===== config.mk =====
export PLATFORM = sky130hd
export DESIGN_NAME = rdlat_hist_mon
export DESIGN_NICKNAME = d
export VERILOG_FILES = /design/src/rtl/rdlat_pkg.sv /design/src/rtl/rdlat_age_fifo.sv /design/src/rtl/rdlat_bin_sel.sv /design/src/rtl/rdlat_sat_ctr.sv /design/src/rtl/rdlat_hist_mon.sv
export SDC_FILE = /design/constraint.sdc
export NUM_CORES = 1
export LEC_CHECK = 0
export BUFFER_PORTS_ARGS = -buffer_cell sky130_fd_sc_hd__buf_4
export CAP_MARGIN = 20
export CORE_MARGIN = 2
export CORE_UTILIZATION = 40
export DETAILED_ROUTE_END_ITERATION = 8
export HOLD_SLACK_MARGIN = 0.12
export PLACE_DENSITY = 0.55
export SLEW_MARGIN = 20
export SYNTH_ARGS = -nofsm -noshare
export SYNTH_HDL_FRONTEND = slang
export SYNTH_HIERARCHICAL = 1
export SYNTH_SLANG_ARGS = --single-unit

===== constraint.sdc =====
create_clock -name clk -period 6.6 [get_ports clk]
set_input_delay 0.66 -clock clk [delete_from_list [all_inputs] [get_ports clk]]
set_output_delay 0.66 -clock clk [all_outputs]
set_load 0.005 [all_outputs]

===== src/rtl/rdlat_pkg.sv =====
package rdlat_pkg;

    // Latency binning is fixed: a wide first range, then 64-cycle ranges.
    localparam int FIRST_END   = 128;
    localparam int STEP_SH     = 6;
    localparam int NUM_BINS    = 5;
    localparam int AGE_SAT     = FIRST_END + (NUM_BINS - 1) * (1 << STEP_SH);
    localparam int AGE_W       = $clog2(AGE_SAT + 1);
    localparam int BIN_IDX_W   = 3;
    localparam int REG_ADDR_W  = 3;

    typedef enum logic [BIN_IDX_W-1:0] {
        LAT_B0  = 3'd0,
        LAT_B1  = 3'd1,
        LAT_B2  = 3'd2,
        LAT_B3  = 3'd3,
        LAT_B4  = 3'd4,
        LAT_OVF = 3'd5
    } lat_bin_e;

    typedef enum logic [REG_ADDR_W-1:0] {
        REG_B0    = 3'd0,
        REG_B1    = 3'd1,
        REG_B2    = 3'd2,
        REG_B3    = 3'd3,
        REG_B4    = 3'd4,
        REG_OVF   = 3'd5,
        REG_TOTAL = 3'd6,
        REG_STALL = 3'd7
    } reg_sel_e;

endpackage


===== src/rtl/rdlat_age_fifo.sv =====
// In-order queue of outstanding requests for one ID; each slot holds an
// age that counts clock edges since its request and saturates at AGE_SAT.
module rdlat_age_fifo
    import rdlat_pkg::*;
#(
    parameter int DEPTH = 4
) (
    input  logic             clk,
    input  logic             rst_n,
    input  logic             push,
    input  logic             pop,
    output logic [AGE_W-1:0] head_age,
    output logic             head_vld,
    output logic             full
);
    localparam int PTR_W = (DEPTH > 1) ? $clog2(DEPTH) : 1;
    localparam logic [AGE_W-1:0] AGE_MAX = AGE_W'(AGE_SAT);

    logic [AGE_W-1:0] age_q [DEPTH];
    logic [DEPTH-1:0] slot_v_q;
    logic [PTR_W-1:0] wptr_q, rptr_q;
    logic [PTR_W:0]   cnt_q;
    logic             push_ok, pop_ok;

    assign full     = (cnt_q == (PTR_W+1)'(DEPTH));
    assign head_vld = (cnt_q != '0);
    assign head_age = age_q[rptr_q];
    assign push_ok  = push && !full;
    assign pop_ok   = pop && head_vld;

    always_ff @(posedge clk or negedge rst_n) begin
        if (!rst_n) begin
            wptr_q <= '0;
            rptr_q <= '0;
            cnt_q  <= '0;
        end else begin
            if (push_ok) wptr_q <= (wptr_q == PTR_W'(DEPTH-1)) ? '0 : wptr_q + 1'b1;
            if (pop_ok)  rptr_q <= (rptr_q == PTR_W'(DEPTH-1)) ? '0 : rptr_q + 1'b1;
            cnt_q <= cnt_q + (PTR_W+1)'(push_ok) - (PTR_W+1)'(pop_ok);
        end
    end

    for (genvar s = 0; s < DEPTH; s++) begin : g_slot
        always_ff @(posedge clk or negedge rst_n) begin
            if (!rst_n) begin
                age_q[s]    <= '0;
                slot_v_q[s] <= 1'b0;
            end else if (push_ok && wptr_q == PTR_W'(s)) begin
                // Age 1 at the next edge after the request handshake.
                age_q[s]    <= AGE_W'(1);
                slot_v_q[s] <= 1'b1;
            end else if (pop_ok && rptr_q == PTR_W'(s)) begin
                slot_v_q[s] <= 1'b0;
            end else if (slot_v_q[s] && age_q[s] != AGE_MAX) begin
                age_q[s] <= age_q[s] + 1'b1;
            end
        end
    end

endmodule


===== src/rtl/rdlat_bin_sel.sv =====
// Maps a beat's age to one latency range and raises that range's increment.
module rdlat_bin_sel
    import rdlat_pkg::*;
(
    input  logic [AGE_W-1:0]    age,
    input  logic                en,
    output lat_bin_e            bin,
    output logic [NUM_BINS-1:0] inc
);
    localparam logic [AGE_W-1:0] LO_END = AGE_W'(FIRST_END);
    localparam logic [AGE_W-1:0] HI_END = AGE_W'(AGE_SAT);
    localparam logic [AGE_W-1:0] OFFSET = AGE_W'(FIRST_END - (1 << STEP_SH));

    logic [AGE_W-1:0] shifted;

    always_comb begin
        shifted = (age - OFFSET) >> STEP_SH;
        if (age < LO_END)       bin = LAT_B0;
        else if (age >= HI_END) bin = LAT_OVF;
        else                    bin = lat_bin_e'(shifted[BIN_IDX_W-1:0]);
    end

    for (genvar b = 0; b < NUM_BINS; b++) begin : g_inc
        assign inc[b] = en && (bin == lat_bin_e'(b));
    end

endmodule


===== src/rtl/rdlat_sat_ctr.sv =====
// Saturating event counter with synchronous clear that wins over increment.
module rdlat_sat_ctr #(
    parameter int W = 32
) (
    input  logic         clk,
    input  logic         rst_n,
    input  logic         clr,
    input  logic         inc,
    output logic [W-1:0] q
);
    always_ff @(posedge clk or negedge rst_n) begin
        if (!rst_n)                 q <= '0;
        else if (clr)               q <= '0;
        else if (inc && q != '1)    q <= q + 1'b1;
    end
endmodule


===== src/rtl/rdlat_hist_mon.sv =====
module rdlat_hist_mon
    import rdlat_pkg::*;
#(
    parameter int ID_W  = 2,
    parameter int DEPTH = 4,
    parameter int CNT_W = 32
) (
    input  logic                  clk,
    input  logic                  rst_n,
    input  logic                  clr,
    input  logic                  ar_valid,
    input  logic                  ar_ready,
    input  logic [ID_W-1:0]       ar_id,
    input  logic                  r_valid,
    input  logic                  r_ready,
    input  logic [ID_W-1:0]       r_id,
    input  logic                  r_last,
    input  logic [REG_ADDR_W-1:0] rd_addr,
    output logic [CNT_W-1:0]      rd_data
);
    localparam int NUM_IDS = 1 << ID_W;
    localparam int SUM_W   = CNT_W + BIN_IDX_W;

    logic                ar_hs, r_hs, stall_ev;
    logic [AGE_W-1:0]    head_age [NUM_IDS];
    logic [NUM_IDS-1:0]  head_vld;
    logic [NUM_IDS-1:0]  fifo_full;
    logic [AGE_W-1:0]    sel_age;
    logic                sel_vld;
    lat_bin_e            beat_bin;
    logic [NUM_BINS-1:0] bin_inc;
    logic [CNT_W-1:0]    bin_q [NUM_BINS];
    logic [CNT_W-1:0]    total_q, stall_q, ovf_val;
    logic [SUM_W-1:0]    bin_sum;

    assign ar_hs    = ar_valid && ar_ready;
    assign r_hs     = r_valid && r_ready;
    assign stall_ev = ar_valid && !ar_ready;

    // One request queue per ID. The head is read before this cycle's push,
    // so a coinciding request never serves a coinciding beat.
    for (genvar g = 0; g < NUM_IDS; g++) begin : g_id
        logic push_i, pop_i;
        assign push_i = ar_hs && (ar_id == ID_W'(g));
        assign pop_i  = r_hs && r_last && (r_id == ID_W'(g));
        rdlat_age_fifo #(.DEPTH(DEPTH)) u_q (
            .clk      (clk),
            .rst_n    (rst_n),
            .push     (push_i),
            .pop      (pop_i),
            .head_age (head_age[g]),
            .head_vld (head_vld[g]),
            .full     (fifo_full[g])
        );
    end

    assign sel_age = head_age[r_id];
    assign sel_vld = head_vld[r_id];

    rdlat_bin_sel u_bin (
        .age (sel_age),
        .en  (r_hs && sel_vld),
        .bin (beat_bin),
        .inc (bin_inc)
    );

    for (genvar b = 0; b < NUM_BINS; b++) begin : g_bin
        rdlat_sat_ctr #(.W(CNT_W)) u_ctr (
            .clk   (clk),
            .rst_n (rst_n),
            .clr   (clr),
            .inc   (bin_inc[b]),
            .q     (bin_q[b])
        );
    end

    rdlat_sat_ctr #(.W(CNT_W)) u_total (
        .clk (clk), .rst_n (rst_n), .clr (clr), .inc (r_hs), .q (total_q)
    );

    rdlat_sat_ctr #(.W(CNT_W)) u_stall (
        .clk (clk), .rst_n (rst_n), .clr (clr), .inc (stall_ev), .q (stall_q)
    );

    // Overflow range has no counter: it is what the total leaves over.
    always_comb begin
        bin_sum = '0;
        for (int b = 0; b < NUM_BINS; b++) bin_sum = bin_sum + SUM_W'(bin_q[b]);
        ovf_val = total_q - bin_sum[CNT_W-1:0];
    end

    always_comb begin
        unique case (reg_sel_e'(rd_addr))
            REG_B0:    rd_data = bin_q[0];
            REG_B1:    rd_data = bin_q[1];
            REG_B2:    rd_data = bin_q[2];
            REG_B3:    rd_data = bin_q[3];
            REG_B4:    rd_data = bin_q[4];
            REG_OVF:   rd_data = ovf_val;
            REG_TOTAL: rd_data = total_q;
            REG_STALL: rd_data = stall_q;
            default:   rd_data = '0;
        endcase
    end

    logic unused_bin;
    assign unused_bin = ^beat_bin;

endmodule


==> summary by stage <==
Timing
The measured slew at the worst slew-check pin is 1.01 ns. The relative slew slack is 32.5%. The fraction of the cycle the final worst path needs is 92.6%.

The post-route worst hold slack is 0.434 ns. Between clock sinks in the finished design, the worst skew comes to 0.0448 ns. The number of pins with negative max-slew slack in the final report came to 0. The post-route worst setup slack is 0.490 ns. The fmax is 164 MHz.

Setup total negative slack on the finished layout was measured at 0 ns. The clock period minus worst slack is 6.11 ns. Setup repair after global routing left no endpoint under its margin. The total of endpoints with negative setup slack in the final report is 0. The count of final hold-check violations is 0.

Finish
The proportion of layout cells with a drive suffix above 1 is 10.3%. After the last flow step, the layout net total stands at 3721. The most frequent standard cell in the layout excluding fill and tap cells is dfrtp_1. Compared with the post-synthesis result, the final layout area differs by 9.38%. The post-layout instance area is 0.0347 mm^2. The antenna diode instance count is 0. Cells fill 44.0% of the core in the end. Excluding fillers, the count of instances in the completed layout stands at 4558. In the layout the commonest cells are dfrtp_1 (412), inv_1 (411), nor2_1 (294).

Clocking
The maximum clock insertion buffer count is 3. In this run the clock root is driven by a clkbuf_16. The number of levels the H-tree was split into is 2. The number of gates resized after cts is 0. The number of CTS-inserted buffers is 52. The clock transition at the registers of the reported paths is 0.06 ns. The clock latency on the worst-skew pair is 0.66 ns. The TritonCTS clock tree is yes. The number of sinks driven by the clock tree is 412.

Pwr
For this design the total switching power over the nets is 2.83 mW. The static leakage is 14.7 nW. The ratio of total power to cell area is 237 mW/mm^2. The part of the total power dissipated in combinational logic is 22.2%.

Cell internal power was estimated by the tool at 5.40 mW. The design draws 8.22 mW. The clock network fraction of design power is 34.4%.

Net switching is 34.4% of the power. IR analysis of the VDD net gives a maximum drop of 0.000276 V. Of the total power, registers draw 43.4%.

Critical path
The critical path in this run is classified as reg -> out. The worst setup path is captured at a primary output. For the worst setup path, the data required time is 5.94 ns. In this run the critical register-to-register path is captured at g_bin[3].u_ctr/q[29]. The worst register-to-register path begins at g_id[0].u_q/rptr_q[1]. STA puts the critical path data arrival time at 5.45 ns. Across all register-to-register paths, the minimum setup slack is 1.86 ns. Of all nets on the critical path, the largest fanout is 8.

The worst setup path is launched from a flip-flop. The cell count of the worst reg-to-reg path is 12.

Global routing
The global router's overall resource usage is 23.6%. The via count of the first global-routing pass came to 24.8k. The total grt overflow is 0. The first global-routing pass estimated 150 mm of wire. The initial antenna violation count is 0. The pin count of the biggest net entering global routing is 183.

Hold path
The worst hold path endpoint is g_id[1].u_q/slot_v_q[2]. The hold-critical path depth is 4. The min-delay analysis places its worst path in the category in -> reg.

The startpoint of the worst hold path is ar_id[1].

Yosys
Yosys printed 6 warnings. The number of nets in the synthesized netlist is 3719. The post-synthesis average cell area is 9.15 um^2. The synthesized netlist occupies a cell area of 0.0317 mm^2. The synthesized instance count is 3466.

Placement
The total cell area at the placement stage is 0.0330 mm^2. The placed instance count is 4463. The routability-driven placement congestion ratio is 0.946.

Once detailed placement completed, the half-perimeter wirelength came to 71.9 mm. Timing analysis after detailed placement gives a worst setup slack of 1.20 ns. The count of port buffers added during placement is 46.

Drt
The detailed-route wire length is 95.8 mm. The detailed router placed 26.0k vias in this run. The wire length per cell is 21.0 um.

The first routing iteration left 2118 violations. The count of nets left with antenna violations after detail routing is 0. The first-pass detailed-route iteration total is 7. Dividing the detail-routed via count by the number of cells gives 5.69.

The DRC violations left is 0.

Run status
The flow ran to the end, and the final reports show no timing, DRC or antenna violations.

Floorplanning
The die extent in y is 286 um. The horizontal die dimension is 286 um. For this configuration, the core starts out at a cell density of 40.3%. The count of standard-cell rows is 103. The number of I/O pins is 47. The area enclosed by the die boundary is 0.0815 mm^2. In this run the standard cell core region covers 0.0787 mm^2.

Run
Across the run, the number of max-cap violations was 0.
worst max-delay path by stage:
stage,start,end,cells past startpoint
global route,g_bin[4].u_ctr/q[2],rd_data[24],16
finish,g_bin[2].u_ctr/q[10],rd_data[29],16
detailed placement,g_bin[3].u_ctr/q[4],rd_data[24],16
floorplan,g_bin[3].u_ctr/q[1],rd_data[24],15
CTS,g_bin[3].u_ctr/q[10],rd_data[29],16
global placement,g_bin[3].u_ctr/q[4],rd_data[24],16
power groups by stage:
stage	logic [mW]	clock network, mW	registers (mW)
after floorplan	1.66	0	3.31
after global placement	1.80	0	3.61
after detailed placement	1.83	0	3.61
after CTS	1.84	2.91	3.57
after global routing	2.11	3.03	3.67
final	1.82	2.83	3.57
sequential cells by signal (all words and copies together), names as in the netlist:
name and flops:
u_stall/q 32, g_id.u_q/slot_v_q 16, g_id.u_q/wptr_q 8, g_id.u_q/age_q 144, g_bin.u_ctr/q 160, g_id.u_q/cnt_q 12
u_total/q 32, g_id.u_q/rptr_q 8
what timing repair did:
| action | 4_1_cts | 5_1_grt |
|---|---|---|
| setup buffers | 0 | 0 |
| hold buffers | 1 | 0 |
| hold endpoints to repair | 59 | 0 |
layout make-up:
class,count,area [um^2]
fillers,7761,44100
multi-input cells,2509,19200
flip-flops and latches,412,10300
inverters,411,1540
clock buffers,77,1510
well taps,1050,1310
repair buffers,82,669
clock inverters,17,170
worst max-delay path: stages (launching register included):
cell,delay (ns)
dfrtp_1,0.46
inv_1,0.12
fa_1,0.54
fa_1,0.58
inv_1,0.07
fa_1,0.53
inv_1,0.05
ha_1,0.42
nand4_1,0.19
nor3_2,0.07
a211o_1,0.30
a211oi_2,0.58
o21ai_2,0.17
a221oi_2,0.26
xor2_1,0.18
o22ai_1,0.11
buf_4,0.19
routing by layer:
layer	share of wire [%]	GRT usage, %	vias up
met5	0	0	-
met4	4.4	9.66	0
met3	5.7	3.34	162
met2	44	36.3	706
met1	46	33.3	12800
li1	-	-	12300
(Power assumes the default switching activity.)
